`config.mk`:
```
export PLATFORM = sky130hd
export DESIGN_NAME = tmr_pair
export DESIGN_NICKNAME = d
export VERILOG_FILES = /design/src/rtl/tmr_pkg.sv /design/src/rtl/tmr_sync_edge.sv /design/src/rtl/tmr_prescale.sv /design/src/rtl/tmr_lane.sv /design/src/rtl/tmr_pair.sv
export SDC_FILE = /design/constraint.sdc
export NUM_CORES = 1
export LEC_CHECK = 0
export BUFFER_PORTS_ARGS = -buffer_cell sky130_fd_sc_hd__buf_2
export CAP_MARGIN = 5
export CORE_ASPECT_RATIO = 0.8
export CORE_MARGIN = 2
export CORE_UTILIZATION = 60
export CTS_CLUSTER_DIAMETER = 100
export CTS_CLUSTER_SIZE = 20
export DETAILED_ROUTE_END_ITERATION = 10
export PLACE_DENSITY = 0.79
export SLEW_MARGIN = 20
export SYNTH_ARGS = -nofsm -noshare
export SYNTH_HDL_FRONTEND = slang
export SYNTH_SLANG_ARGS = --single-unit
```
`constraint.sdc`:
```
create_clock -name clk -period 9 [get_ports clk]
set_input_delay 0 -clock clk [delete_from_list [all_inputs] [get_ports clk]]
set_output_delay 0 -clock clk [all_outputs]
set_load 0.03 [all_outputs]
```
`src/rtl/tmr_pkg.sv`:
```
package tmr_pkg;
  localparam int CW = 16;

  localparam int B_RUN  = 15;
  localparam int B_IDLE = 13;
  localparam int B_GATE = 6;
  localparam int B_PSH  = 5;
  localparam int B_PSL  = 4;
  localparam int B_WIDE = 3;
  localparam int B_EXT  = 1;

  localparam logic [CW-1:0] CTRL_MASK = 16'hA07A;

  typedef enum logic [2:0] {
    A_CTRL_A = 3'd0,
    A_CNT_A  = 3'd1,
    A_PER_A  = 3'd2,
    A_CTRL_B = 3'd3,
    A_CNT_B  = 3'd4,
    A_PER_B  = 3'd5,
    A_FLAG   = 3'd6
  } addr_e;

  typedef struct packed {
    logic       run;
    logic       idle_stop;
    logic       gated;
    logic [1:0] ps;
    logic       wide;
    logic       ext;
  } ctrl_t;

  function automatic ctrl_t decode_ctrl(input logic [CW-1:0] r);
    ctrl_t c;
    c.run       = r[B_RUN];
    c.idle_stop = r[B_IDLE];
    c.gated     = r[B_GATE];
    c.ps        = r[B_PSH:B_PSL];
    c.wide      = r[B_WIDE];
    c.ext       = r[B_EXT];
    return c;
  endfunction

  function automatic int unsigned ps_limit(input logic [1:0] sel);
    case (sel)
      2'b00:   return 0;
      2'b01:   return 7;
      2'b10:   return 63;
      default: return 255;
    endcase
  endfunction
endpackage

```
`src/rtl/tmr_sync_edge.sv`:
```
module tmr_sync_edge #(
  parameter int STAGES = 2
) (
  input  logic clk,
  input  logic rst,
  input  logic d,
  output logic q,
  output logic rise,
  output logic fall
);
  logic [STAGES-1:0] sh;
  logic              prev;

  always_ff @(posedge clk) begin
    if (rst) begin
      sh   <= '0;
      prev <= 1'b0;
    end else begin
      sh   <= {sh[STAGES-2:0], d};
      prev <= sh[STAGES-1];
    end
  end

  assign q    = sh[STAGES-1];
  assign rise = q & ~prev;
  assign fall = ~q & prev;
endmodule

```
`src/rtl/tmr_prescale.sv`:
```
module tmr_prescale import tmr_pkg::*; #(
  parameter int PW = 8
) (
  input  logic       clk,
  input  logic       rst,
  input  logic       clr,
  input  logic       en,
  input  logic [1:0] sel,
  output logic       tick
);
  logic [PW-1:0] acc;
  logic [PW-1:0] lim;

  assign lim  = PW'(ps_limit(sel));
  assign tick = en & (acc == lim);

  always_ff @(posedge clk) begin
    if (rst || clr)
      acc <= '0;
    else if (en)
      acc <= tick ? '0 : acc + 1'b1;
  end
endmodule

```
`src/rtl/tmr_lane.sv`:
```
module tmr_lane import tmr_pkg::*; #(
  parameter int SYNC_STAGES = 2,
  parameter int PS_BITS     = 8
) (
  input  logic  clk,
  input  logic  rst,
  input  logic  ext_in,
  input  logic  gate_in,
  input  ctrl_t cfg,
  input  logic  run,
  input  logic  ctrl_wr,
  output logic  tick,
  output logic  gate_fall
);
  logic ext_q, ext_rise, ext_fall;
  logic gate_q, gate_rise, gate_fell;
  logic event_in;

  tmr_sync_edge #(.STAGES(SYNC_STAGES)) u_ext (
    .clk(clk), .rst(rst), .d(ext_in),
    .q(ext_q), .rise(ext_rise), .fall(ext_fall)
  );

  tmr_sync_edge #(.STAGES(SYNC_STAGES)) u_gate (
    .clk(clk), .rst(rst), .d(gate_in),
    .q(gate_q), .rise(gate_rise), .fall(gate_fell)
  );

  // external edges, or system clock optionally qualified by the gate
  always_comb begin
    if (cfg.ext)        event_in = ext_rise;
    else if (cfg.gated) event_in = gate_q;
    else                event_in = 1'b1;
  end

  tmr_prescale #(.PW(PS_BITS)) u_ps (
    .clk(clk), .rst(rst), .clr(ctrl_wr),
    .en(run & event_in), .sel(cfg.ps), .tick(tick)
  );

  assign gate_fall = gate_fell & cfg.gated & ~cfg.ext;
endmodule

```
`src/rtl/tmr_pair.sv`:
```
module tmr_pair import tmr_pkg::*; #(
  parameter int SYNC_STAGES = 2,
  parameter int PS_BITS     = 8
) (
  input  logic          clk,
  input  logic          rst,
  input  logic          bus_we,
  input  logic [2:0]    bus_addr,
  input  logic [CW-1:0] bus_wdata,
  output logic [CW-1:0] bus_rdata,
  input  logic          tck_a,
  input  logic          tck_b,
  input  logic          gate_a,
  input  logic          gate_b,
  input  logic          idle_req,
  output logic          match_a,
  output logic          match_b,
  output logic          gdone_a,
  output logic          gdone_b
);
  localparam int NL = 2;
  localparam int WW = NL * CW;

  logic [CW-1:0] ctrl_q [NL];
  logic [CW-1:0] cnt_q  [NL];
  logic [CW-1:0] per_q  [NL];
  ctrl_t         cfg    [NL];
  logic [NL-1:0] run, tick, gfall, ctrl_wr, cnt_wr, per_wr;
  logic [NL-1:0] ext_in, gate_in;
  logic [NL-1:0] hit;
  logic [NL-1:0] match_q, gdone_q;
  logic          flag_wr;
  logic          wide;
  logic [WW-1:0] wide_cnt, wide_per;
  logic          wide_hit;

  assign ext_in  = {tck_b, tck_a};
  assign gate_in = {gate_b, gate_a};
  assign flag_wr = bus_we && (bus_addr == A_FLAG);

  for (genvar i = 0; i < NL; i++) begin : g_lane
    assign cfg[i]     = decode_ctrl(ctrl_q[i]);
    assign ctrl_wr[i] = bus_we && (bus_addr == 3'(3 * i));
    assign cnt_wr[i]  = bus_we && (bus_addr == 3'(3 * i + 1));
    assign per_wr[i]  = bus_we && (bus_addr == 3'(3 * i + 2));
    assign run[i]     = cfg[i].run & ~(cfg[i].idle_stop & idle_req);

    tmr_lane #(.SYNC_STAGES(SYNC_STAGES), .PS_BITS(PS_BITS)) u_lane (
      .clk(clk), .rst(rst),
      .ext_in(ext_in[i]), .gate_in(gate_in[i]),
      .cfg(cfg[i]), .run(run[i]), .ctrl_wr(ctrl_wr[i]),
      .tick(tick[i]), .gate_fall(gfall[i])
    );

    always_ff @(posedge clk) begin
      if (rst) begin
        ctrl_q[i] <= '0;
        per_q[i]  <= '1;
      end else begin
        if (ctrl_wr[i]) ctrl_q[i] <= bus_wdata & CTRL_MASK;
        if (per_wr[i])  per_q[i]  <= bus_wdata;
      end
    end

    always_ff @(posedge clk) begin
      if (rst) begin
        match_q[i] <= 1'b0;
        gdone_q[i] <= 1'b0;
      end else begin
        match_q[i] <= (match_q[i] & ~(flag_wr & bus_wdata[i]))      | hit[i];
        gdone_q[i] <= (gdone_q[i] & ~(flag_wr & bus_wdata[NL + i])) | gfall[i];
      end
    end
  end

  // joined 32-bit view; timer A's settings drive it
  assign wide     = cfg[0].wide;
  assign wide_cnt = {cnt_q[1], cnt_q[0]};
  assign wide_per = {per_q[1], per_q[0]};
  assign wide_hit = (wide_cnt == wide_per);

  assign hit[0] = tick[0] & (wide ? wide_hit : (cnt_q[0] == per_q[0]));
  assign hit[1] = ~wide & tick[1] & (cnt_q[1] == per_q[1]);

  always_ff @(posedge clk) begin
    if (rst) begin
      cnt_q[0] <= '0;
      cnt_q[1] <= '0;
    end else begin
      if (cnt_wr[0])    cnt_q[0] <= bus_wdata;
      else if (tick[0]) cnt_q[0] <= hit[0] ? '0 : cnt_q[0] + 1'b1;

      if (cnt_wr[1]) begin
        cnt_q[1] <= bus_wdata;
      end else if (wide) begin
        if (tick[0])
          cnt_q[1] <= wide_hit ? '0 : cnt_q[1] + CW'(&cnt_q[0]);
      end else if (tick[1]) begin
        cnt_q[1] <= hit[1] ? '0 : cnt_q[1] + 1'b1;
      end
    end
  end

  always_ff @(posedge clk) begin
    if (rst) begin
      bus_rdata <= '0;
    end else begin
      case (addr_e'(bus_addr))
        A_CTRL_A: bus_rdata <= ctrl_q[0];
        A_CNT_A:  bus_rdata <= cnt_q[0];
        A_PER_A:  bus_rdata <= per_q[0];
        A_CTRL_B: bus_rdata <= ctrl_q[1];
        A_CNT_B:  bus_rdata <= cnt_q[1];
        A_PER_B:  bus_rdata <= per_q[1];
        A_FLAG:   bus_rdata <= CW'({gdone_q, match_q});
        default:  bus_rdata <= '0;
      endcase
    end
  end

  assign match_a = match_q[0];
  assign match_b = match_q[1];
  assign gdone_a = gdone_q[0];
  assign gdone_b = gdone_q[1];
endmodule

```
==> key figures, run 1 <==
Yosys
  – Largest area contributor in the netlist: edfxtp_1
  – Seq/Total Area, Yosys: between 40 and 50%
  – Syn Nets: 755
  – Synth top area share: about a third
  – Asr flop ratio synth: 0%
  – Synth cell types: slightly below 70
  – XOR/XNOR share of the synthesized area: about 7.6%
  – Simple logic cell fraction of the synthesized area: between 20% and 30%
  – Yosys reg bits: ~130
  – Yosys warns: 0
  – Multiplexer share of the synthesized area: approximately 4.2%
  – Adder-Cell Fraction of Synth Area: 1.07%
  – Post-Syn Area: approximately 0.0070 sq mm
  – Largest cells by area after synthesis: edfxtp_1, dfxtp_1, xor2_1, nor2_1, a22oi_1
  – EDFF count, synth: 78
  – Top_reg_cell synth: edfxtp_1
  – Syn Inst Count: a little over 700
  – Compound-cell area share of the yosys netlist: between 10% and 20%
  – Largest family of logic cells by synthesized area: simple AND/OR/NAND/NOR gates
  – Most numerous cell in the Yosys netlist: nor2_1
  – Post-synth top cells: nor2_1, edfxtp_1, nand2_1
  – Mapped Avg Cell Area: approximately 10 sq um

Outcome
  – Status: finished, final reports clean

Global routing
  – First-pass GRT wire length: about 32000 um
  – Initial antenna violation count: 0
  – Gr busiest metal: met2
  – Largest net degree at the start of global routing: 34
  – Vias in the first global route: roughly 6000
  – Met1 Usage GRT: between 40% and 50%
  – GR Util met2: roughly half
  – GR Layer Usage met3: about a tenth
  – Total track usage: about a third
  – Remaining Overflow, GRT: 0

Power
  – Worst VDD drop: approximately 0.13 mV
  – P_leak: around 3.0 nW
  – Final Power: about 1.5 mW
  – Pwr per Cell Area: between 150 and 200 mW/mm^2

Setup path
  – Crit path launch type: flip-flop
  – Reg2reg setup slack: between 5000 and 6000 ps
  – CP Max Fanout: 19
  – Crit path required time: slightly above 9000 ps
  – Critical path class: reg -> reg
  – Reg-to-Reg Start: g_lane[0].u_lane.u_ps.acc[3]
  – FF-to-FF End: cnt_q[0][11]
  – Reg2Reg Depth: 7
  – Crit. End Element: flip-flop
  – Critical path arrival: roughly 4000 ps

STA
  – FMAX: roughly 0.27 GHz
  – Tightest Pin Transition: between 1000 and 1500 ps
  – Max Slew Vio Count: 0
  – RSZ-0062 raised after global routing: false
  – Sum Neg Setup Slack: 0 ps
  – Period Utilization, post-route: 41.6%
  – Minimum clock period after layout: roughly 3700 ps
  – Final Skew: 8.54 ps
  – Final Hold Viols: 0
  – Setup violators final: 0
  – Max transition margin: a little under a third

Min path
  – WHS Endpoint: per_q[1][15]
  – Hold crit path type: in -> reg
  – Hold Startpoint: bus_wdata[15]
  – Worst hold path cell count: 2

Placement
  – Global placer's final weighted congestion: 0.961
  – Hpwl dp: 13900 um
  – Port bufs: 46

Drt
  – WL per Instance: roughly 22 um
  – DRT Pass-1 Iters: 6
  – DRC viols: 0
  – ANT nets after route: 0
  – Routed vias: 6140
  – Starting DRT DRC Count: 817
  – Drt total wl: between 20000 and 25000 um
  – Via density: ~6.6

Clock tree
  – Postcts setup bufs: 0
  – Post-CTS sizing: 0
  – CTS tree: done
  – Clk root buf: clkbuf_16
  – Max H-tree Level: 4
  – Num CTS Buffers: 17
  – Clock Latency Late Sink: between 400 and 500 ps
  – Post-CTS Hold Fix Bufs: 15
  – Clock buffer depth: 2
  – Sink Count: between 100 and 150
  – Worst-path clk slew: ~60 ps

Die
  – Die height: ~100 um
  – Die Wd: ~130 um
  – Starting Density: between 60% and 70%
  – Rows: 35
  – Die Area: 0.0126 sq mm
  – Core region area: between 0.01 and 0.015 sq mm
  – Io pins: 47

Final layout
  – ANT cells: 0
  – Layout fillers: between 800 and 900
  – Layout Nets: between 700 and 800
  – Fraction of final layout cells sized beyond drive strength 1: 19.7%
  – Syn-to-layout area delta: 14.2%

Run
  – MaxCap Viol Count: 0
where the power goes:
part / internal, mW / switching, mW / leakage, nW
logic: 0.0590 / 0.0929 / 1.57
clock network: 0.404 / 0.262 / 0.286
registers: 0.648 / 0.0409 / 1.18
total: 1.11 / 0.396 / 3.03
worst max-delay path by stage:
stage / start / endpoint / slack, ps / cells after the start
after floorplan: cnt_q[0][0] / cnt_q[1][15] / 6130 / 12
after global placement: ctrl_q[1][5] / cnt_q[1][5] / 5600 / 7
after detailed placement: cnt_q[1][4] / cnt_q[1][3] / 5520 / 7
after global routing: g_lane[0].u_lane.u_ps.acc[3] / cnt_q[0][11] / 5000 / 7
after CTS: g_lane[0].u_lane.u_ps.acc[3] / cnt_q[0][11] / 5420 / 7
final: g_lane[0].u_lane.u_ps.acc[3] / cnt_q[0][11] / 5260 / 7
placed cells by master, fill, tap and decap left out, drive strengths merged, types with 13 or more instances in the layout:
cell type	n
o22ai	15
a21oi	22
nand2	50
mux2	17
o21ai	13
xor2	48
dlygate4sd3	15
a22oi	30
and2	13
clkbuf	20
or2	36
nand4	17
dfxtp	48
nand3	21
and3	19
xnor2	13
inv	15
nor2b	20
nor2	94
edfxtp	78
buf	48
sequential cells by signal (all words and copies together), names as in the netlist, 2 cells and up:
| signal | cells |
|---|---|
| cnt_q | 32 |
| g_lane.u_lane.u_ext.sh | 4 |
| g_lane.u_lane.u_ext.prev | 2 |
| g_lane.u_lane.u_gate.prev | 2 |
| per_q | 32 |
| bus_rdata | 16 |
| g_lane.u_lane.u_gate.sh | 4 |
| ctrl_q | 14 |
| g_lane.u_lane.u_ps.acc | 16 |
stage by stage:
stage	hold slack, ps	setup WS, ps	util (%)	instances	area [sq um]
global placement	209	5600	63.7	879	7310
floorplan	128	6130	-	722	7050
detailed placement	216	5520	63.7	879	7310
global route	6.81	5000	70.1	926	8050
CTS	8.74	5420	70.0	926	8030
finish	28.2	5260	70.1	926	8050
worst max-delay path: stages (launching register included):
cell     delay, ps
dfxtp_1        370
nor4_1         410
nand2_1        170
a32oi_2        590
nand3_1        690
nor2_1         960
a22oi_1        200
nor2_1         190
cell type report:
| type | instances | area [sq um] | share of cell area (%) |
|---|---|---|---|
| multi-input combinational | 545 | 3540 | 44.0 |
| sequential | 126 | 3300 | 41.0 |
| clock buffer | 20 | 468 | 5.81 |
| timing repair buffer | 63 | 395 | 4.91 |
| tap | 148 | 185 | 2.30 |
| clock inverter | 12 | 109 | 1.35 |
| inverter | 12 | 45.0 | 0.560 |
routing by layer:
metal | vias to the layer above | wire length, um
met5 | - | 0
met4 | 0 | 758
met3 | 70 | 2460
met2 | 403 | 8940
met1 | 2931 | 8290
li1 | 2736 | -
cells by family (layout without fill, tap and decap cells):
| logic type | Yosys count | count (layout) |
|---|---|---|
| simple gates | 319 | 319 |
| compound gates | 135 | 135 |
| flops | 126 | 126 |
| xor+xnor | 61 | 61 |
| buf+inv | 51 | 107 |
| mux | 24 | 24 |
| fa+ha+maj | 6 | 6 |
Note: power is estimated with default switching activity, not from simulation.
==> run 2: changes to the inputs <==
--- a/config.mk
+++ b/config.mk
@@ -5,15 +5,16 @@
 export SDC_FILE = /design/constraint.sdc
 export NUM_CORES = 1
 export LEC_CHECK = 0
+export ABC_AREA = 1
 export BUFFER_PORTS_ARGS = -buffer_cell sky130_fd_sc_hd__buf_2
 export CAP_MARGIN = 5
 export CORE_ASPECT_RATIO = 0.8
 export CORE_MARGIN = 2
-export CORE_UTILIZATION = 60
+export CORE_UTILIZATION = 56
 export CTS_CLUSTER_DIAMETER = 100
 export CTS_CLUSTER_SIZE = 20
 export DETAILED_ROUTE_END_ITERATION = 10
-export PLACE_DENSITY = 0.79
+export PLACE_DENSITY = 0.77
 export SLEW_MARGIN = 20
 export SYNTH_ARGS = -nofsm -noshare
 export SYNTH_HDL_FRONTEND = slang
==> constraint.sdc (replaced) <==
create_clock -name clk -period 3.07 [get_ports clk]
set_input_delay 0 -clock clk [delete_from_list [all_inputs] [get_ports clk]]
set_output_delay 0 -clock clk [all_outputs]
set_load 0.03 [all_outputs]
==> key figures, run 2 <==
Outcome
  – Status: finished, final reports clean

Yosys
  – Largest cells by area after synthesis: edfxtp_1, nand2_1, dfxtp_1, nand3_1, inv_1
  – Asr flop ratio synth: 0%
  – Synth cell types: between 40 and 50
  – Post-synth top cells: nand2_1, inv_1, nor2_1
  – EDFF count, synth: 78
  – Syn Nets: 1029
  – Post-Syn Area: 0.00752 sq mm
  – Mapped Avg Cell Area: ~7.6 sq um
  – Top_reg_cell synth: edfxtp_1
  – Yosys warns: 0
  – Yosys reg bits: approximately 130
  – Seq/Total Area, Yosys: 43.9%
  – Synth top area share: between 30% and 40%
  – Syn Inst Count: ~1000
  – Largest area contributor in the netlist: edfxtp_1
  – Most numerous cell in the Yosys netlist: nand2_1

Power
  – Worst VDD drop: between 0.4 and 0.5 mV
  – P_leak: between 3 and 4 nW
  – Pwr per Cell Area: 523 mW/mm^2

STA
  – Period Utilization, post-route: between 90% and 100%
  – Hold slack: 7.34 ps
  – Final Skew: ~9.3 ps
  – Tightest Pin Transition: roughly 600 ps
  – Max Slew Vio Count: 0
  – FMAX: ~0.34 GHz
  – Sum Neg Setup Slack: 0 ps
  – Setup violators final: 0
  – Final Hold Viols: 0
  – Minimum clock period after layout: 2920 ps
  – Max transition margin: 60.2%

Min path
  – Worst hold path cell count: 3
  – Hold crit path type: in -> reg
  – Hold Startpoint: bus_wdata[6]

Clock tree
  – Num CTS Buffers: 17
  – Max H-tree Level: 4
  – Clock buffer depth: 2
  – Sink Count: 126
  – Clock Latency Late Sink: approximately 430 ps
  – CTS tree: done
  – Worst-path clk slew: about 60 ps
  – Clk root buf: clkbuf_16

Placement
  – Hpwl dp: around 16000 um
  – Global placer's final weighted congestion: 0.994
  – Port bufs: 46

Drt
  – Drt total wl: 22400 um
  – DRC viols: 0
  – ANT nets after route: 0
  – Routed vias: 7185
  – DRT Pass-1 Iters: 6
  – WL per Instance: between 15 and 20 um
  – Via density: 5.67
  – Starting DRT DRC Count: 1084

Final layout
  – Layout fillers: 1048
  – ANT cells: 0
  – Syn-to-layout area delta: 17.7%
  – Core Util, Final: approximately two thirds
  – Fraction of final layout cells sized beyond drive strength 1: between 10% and 20%
  – Layout Nets: around 1100
  – Largest regs: cnt_q x32, per_q x32
  – Multi-input logic area: 0.00362 sq mm
  – Most frequent cells in the layout: nand2_1, inv_1, nor2_1
  – Most common cell after layout, fill and taps aside: nand2_1
  – Sequential cell area: between 0.003 and 0.004 sq mm

Global routing
  – Remaining Overflow, GRT: 0
  – Total track usage: 31.6%
  – Vias in the first global route: 6361
  – Initial antenna violation count: 0
  – First-pass GRT wire length: 34300 um
  – Largest net degree at the start of global routing: 37

Setup path
  – Critical path arrival: slightly above 3000 ps
  – Crit. End Element: flip-flop
  – Crit path launch type: flip-flop
  – Crit path required time: 3250 ps
  – Critical path class: reg -> reg
  – Reg-to-Reg Start: cnt_q[0][1]
  – Worst Setup SP: cnt_q[0][1]
  – CP Max Fanout: 3
  – Reg2Reg Depth: 21

Run
  – MaxCap Viol Count: 0

Die
  – Io pins: 47
  – Core region area: between 0.01 and 0.015 sq mm
  – Die Wd: around 130 um
  – Starting Density: 57.8%
  – Die height: about 110 um
  – Die Area: around 0.014 sq mm
  – Rows: 37
==> run 2: what timing repair did <==
item / 4_1_cts / 5_1_grt
hold buffers: 17 / 0
pin swaps: 0 / 6
setup endpoints to repair: 2 / 12
endpoints found under the hold margin: 39 / 0
setup buffers: 0 / 3
gates resized for setup: 1 / 13
==> run 2: path summary, 6_finish.rpt <==
kind	end	slack, ps
setup / recovery	cnt_q[1][10]	150
hold reg to reg	g_lane[0].u_lane.u_gate.sh[1]	410
setup reg to reg	cnt_q[1][10]	150
hold / removal	cnt_q[0][6]	7
==> run 2: stage by stage <==
stage / setup slack (ps) / cell area, sq um / total power [mW] / cells
after detailed placement: 26.3 / 7990 / 2.46 / 1215
final: 153 / 8860 / 4.64 / 1267
after floorplan: 457 / 7520 / 2.29 / 996
after CTS: 94.1 / 8800 / 4.62 / 1264
after global routing: -49.3 / 8860 / 4.74 / 1267
after global placement: 188 / 7990 / 2.45 / 1215
==> run 2: logic make-up after synthesis <==
family | Yosys count | share of synthesized area (%)
adder cells (fa/ha/maj) | 6 | 0.998
AND/OR/NAND/NOR | 556 | 33.3
AO/OA/AOI/OAI | 105 | 8.33
XOR/XNOR | 43 | 5.01
flip-flops | 126 | 43.9
buffers and inverters | 160 | 8.50
==> run 2: critical path, stage by stage (launching register included) <==
cell	delay (ps)
edfxtp_1	390
ha_2	200
nand2_1	80
nor2_2	140
nand2_2	100
nor2_4	140
nand3_2	80
nor2_1	140
nand3_1	90
nor2_2	180
ha_2	210
nand2_2	90
nor3_4	230
nand2_2	100
inv_2	80
nand3_1	60
nand2_1	70
inv_1	40
nand3_1	70
nand2_1	60
nand2_1	50
nand2_1	60
==> run 2: per-layer routing <==
layer  up-vias  routed length (um)  GRT usage (%)
met2       438                9950           48.3
met4         0                 583           10.7
met5         -                   0              0
met1      3263                9010           43.2
li1       3418                   -              -
met3        66                2880           9.32
==> run 2: where the power goes <==
group | internal (mW) | total [mW] | switching [mW]
sequential | 1.89 | 1.96 | 0.0741
combinational | 0.162 | 0.508 | 0.346
clock | 1.39 | 2.17 | 0.773
==> run 2: cell type report <==
class / count / share of cell area (%)
well taps: 175 / 2.47
flip-flops and latches: 126 / 37.3
repair buffers: 83 / 6.22
clock buffers: 23 / 5.65
clock inverters: 9 / 1.44
inverters: 141 / 6.00
multi-input cells: 710 / 40.9
==> run 3: changes to the inputs <==
--- a/config.mk
+++ b/config.mk
@@ -14,7 +14,7 @@
 export CTS_CLUSTER_DIAMETER = 100
 export CTS_CLUSTER_SIZE = 20
 export DETAILED_ROUTE_END_ITERATION = 10
-export PLACE_DENSITY = 0.77
+export PLACE_DENSITY = 0.82
 export SLEW_MARGIN = 20
 export SYNTH_ARGS = -nofsm -noshare
 export SYNTH_HDL_FRONTEND = slang
==> key figures, run 3 (synthesis gave the netlist of run 2 again) <==
STA
  – Final Hold Viols: 0
  – Fin worst setup slack: 236 ps
  – Minimum clock period after layout: ~2800 ps
  – Hold slack: between 10 and 15 ps
  – Tightest Pin Transition: around 830 ps
  – Final Skew: 10.3 ps
  – Max transition margin: around 44%
  – Sum Neg Setup Slack: 0 ps
  – Max Slew Vio Count: 0
  – Setup violators final: 0
  – FMAX: approximately 0.35 GHz
  – Period Utilization, post-route: roughly 90%

Placement
  – Port bufs: 46
  – Hpwl dp: around 16000 um
  – Dpl cells: between 1000 and 1500
  – DP Area: roughly 0.008 sq mm
  – Post-Place Worst Slack: 40.5 ps
  – Global placer's final weighted congestion: around 0.96

Setup path
  – Crit path largest cell delay: approximately 360 ps
  – Cell repeated most along the worst path: nand2_1
  – Critical path arrival: between 3000 and 4000 ps
  – Cell breakdown of the critical path: ha_2 -> nand2_1 -> nor2_2 -> nand2_2 -> nor2_4 -> nand3_2 -> nor2_2 -> nand3_1 -> nor2_2 -> ha_1 -> nand2_2 -> nor3_4 -> nand2_2 -> inv_2 -> nand3_1 -> nand2_1 -> inv_1 -> nand3_1 -> nand2_1 -> nand2_1 -> nand2_1
  – Crit. End Element: flip-flop
  – Slowest CP cell: edfxtp_1
  – Critical path class: reg -> reg
  – Crit path required time: about 3300 ps
  – Reg2Reg Depth: 21
  – CP Max Fanout: 3
  – Crit path launch type: flip-flop

Drt
  – ANT nets after route: 0
  – Drt total wl: about 22000 um
  – Starting DRT DRC Count: around 1100
  – DRC viols: 0
  – WL per Instance: 17.7 um
  – Routed vias: approximately 7300
  – DRT Pass-1 Iters: 8
  – Via density: 5.75

Clock tree
  – Clock Latency Late Sink: approximately 440 ps
  – Num CTS Buffers: 17
  – Clk root buf: clkbuf_16
  – Worst-path clk slew: ~60 ps
  – Max H-tree Level: 4
  – Clock buffer depth: 2
  – CTS tree: done
  – Sink Count: 126

Final layout
  – Fraction of final layout cells sized beyond drive strength 1: 14.6%
  – Layout Nets: roughly 1100
  – Most common cell after layout, fill and taps aside: nand2_1
  – Final std cells w/o fill: between 1000 and 1500
  – Syn-to-layout area delta: 16.8%
  – Most frequent cells in the layout: nand2_1, inv_1, nor2_1
  – Cell area after layout: between 0.008 and 0.009 sq mm
  – Layout fillers: approximately 1000
  – Core Util, Final: about 68%
  – Largest regs: cnt_q x32, per_q x32

Die
  – Rows: 37
  – Starting Density: 57.8%
  – Die Area: 0.0144 sq mm
  – Die height: about 110 um
  – Io pins: 47
  – Die Wd: around 130 um
  – Core region area: about 0.013 sq mm

Global routing
  – Initial antenna violation count: 1
  – Largest net degree at the start of global routing: 37
  – Remaining Overflow, GRT: 0
  – Total track usage: 32.0%
  – Vias in the first global route: approximately 6600
  – First-pass GRT wire length: between 30000 and 40000 um

Power
  – Final Power: about 4.5 mW
  – Worst VDD drop: just over 0.4 mV
  – P_leak: slightly below 4 nW
  – Pwr per Cell Area: ~510 mW/mm^2

Run
  – MaxCap Viol Count: 0

Outcome
  – Status: finished, final reports clean

Min path
  – Worst hold path cell count: 3
  – Hold crit path type: in -> reg
run 3: changes by cell type in the layout (fill, tap and decap cells not counted), moves of 2 or more:
cell       previous run  this run
buf_4                20        16
clkbuf_1              3         0
bufinv_16             3         0
clkbuf_8              1         4
clkinv_4              0         3
inv_4                 1         3
run 3: worst paths after layout:
| kind | from | end | slack [ps] |
|---|---|---|---|
| max | cnt_q[0][0] | cnt_q[1][10] | 240 |
| min | bus_wdata[5] | cnt_q[0][5] | 10 |
| max reg2reg | cnt_q[0][0] | cnt_q[1][10] | 240 |
| min reg2reg | g_lane[1].u_lane.u_ext.sh[0] | g_lane[1].u_lane.u_ext.sh[1] | 400 |
run 3: repair_timing:
action,in CTS,in global routing
hold buffers,18,0
gates resized for setup,0,13
buffers inserted,0,1
setup endpoints to repair,0,11
endpoints found under the hold margin,42,0
run 3: routing by layer:
metal | wire length, um | GRT usage [%] | vias up | share of wire [%]
met2 | 9780 | 48.0 | 438 | 44
li1 | - | - | 3409 | -
met4 | 850 | 12.3 | 0 | 3.8
met3 | 2810 | 12.0 | 82 | 13
met1 | 8990 | 42.1 | 3341 | 40
met5 | 0 | 0 | - | 0
run 3: power breakdown:
group	internal, mW	switching, mW	total (mW)
Sequential	1.89	0.0740	1.96
Combinational	0.162	0.343	0.505
Clock	1.17	0.821	1.99
run 3: final cells by class:
cell class | count | area, sq um | area share, %
Multi-Input combinational cell | 710 | 3620 | 41.2
Sequential cell | 126 | 3300 | 37.6
Inverter | 141 | 532 | 6.05
Timing Repair Buffer | 80 | 531 | 6.04
Clock buffer | 22 | 505 | 5.75
Tap cell | 175 | 219 | 2.49
Clock inverter | 10 | 73.8 | 0.840
Antenna cell | 1 | 2.50 | 0.0285
run 3: worst max-delay path, delay by kind of cell (launching register included):
kind,cells,cell delay [ps]
AND/OR/NAND/NOR,17,1750
flip-flops,1,360
adder cells (fa/ha/maj),2,360
buffers and inverters,2,120
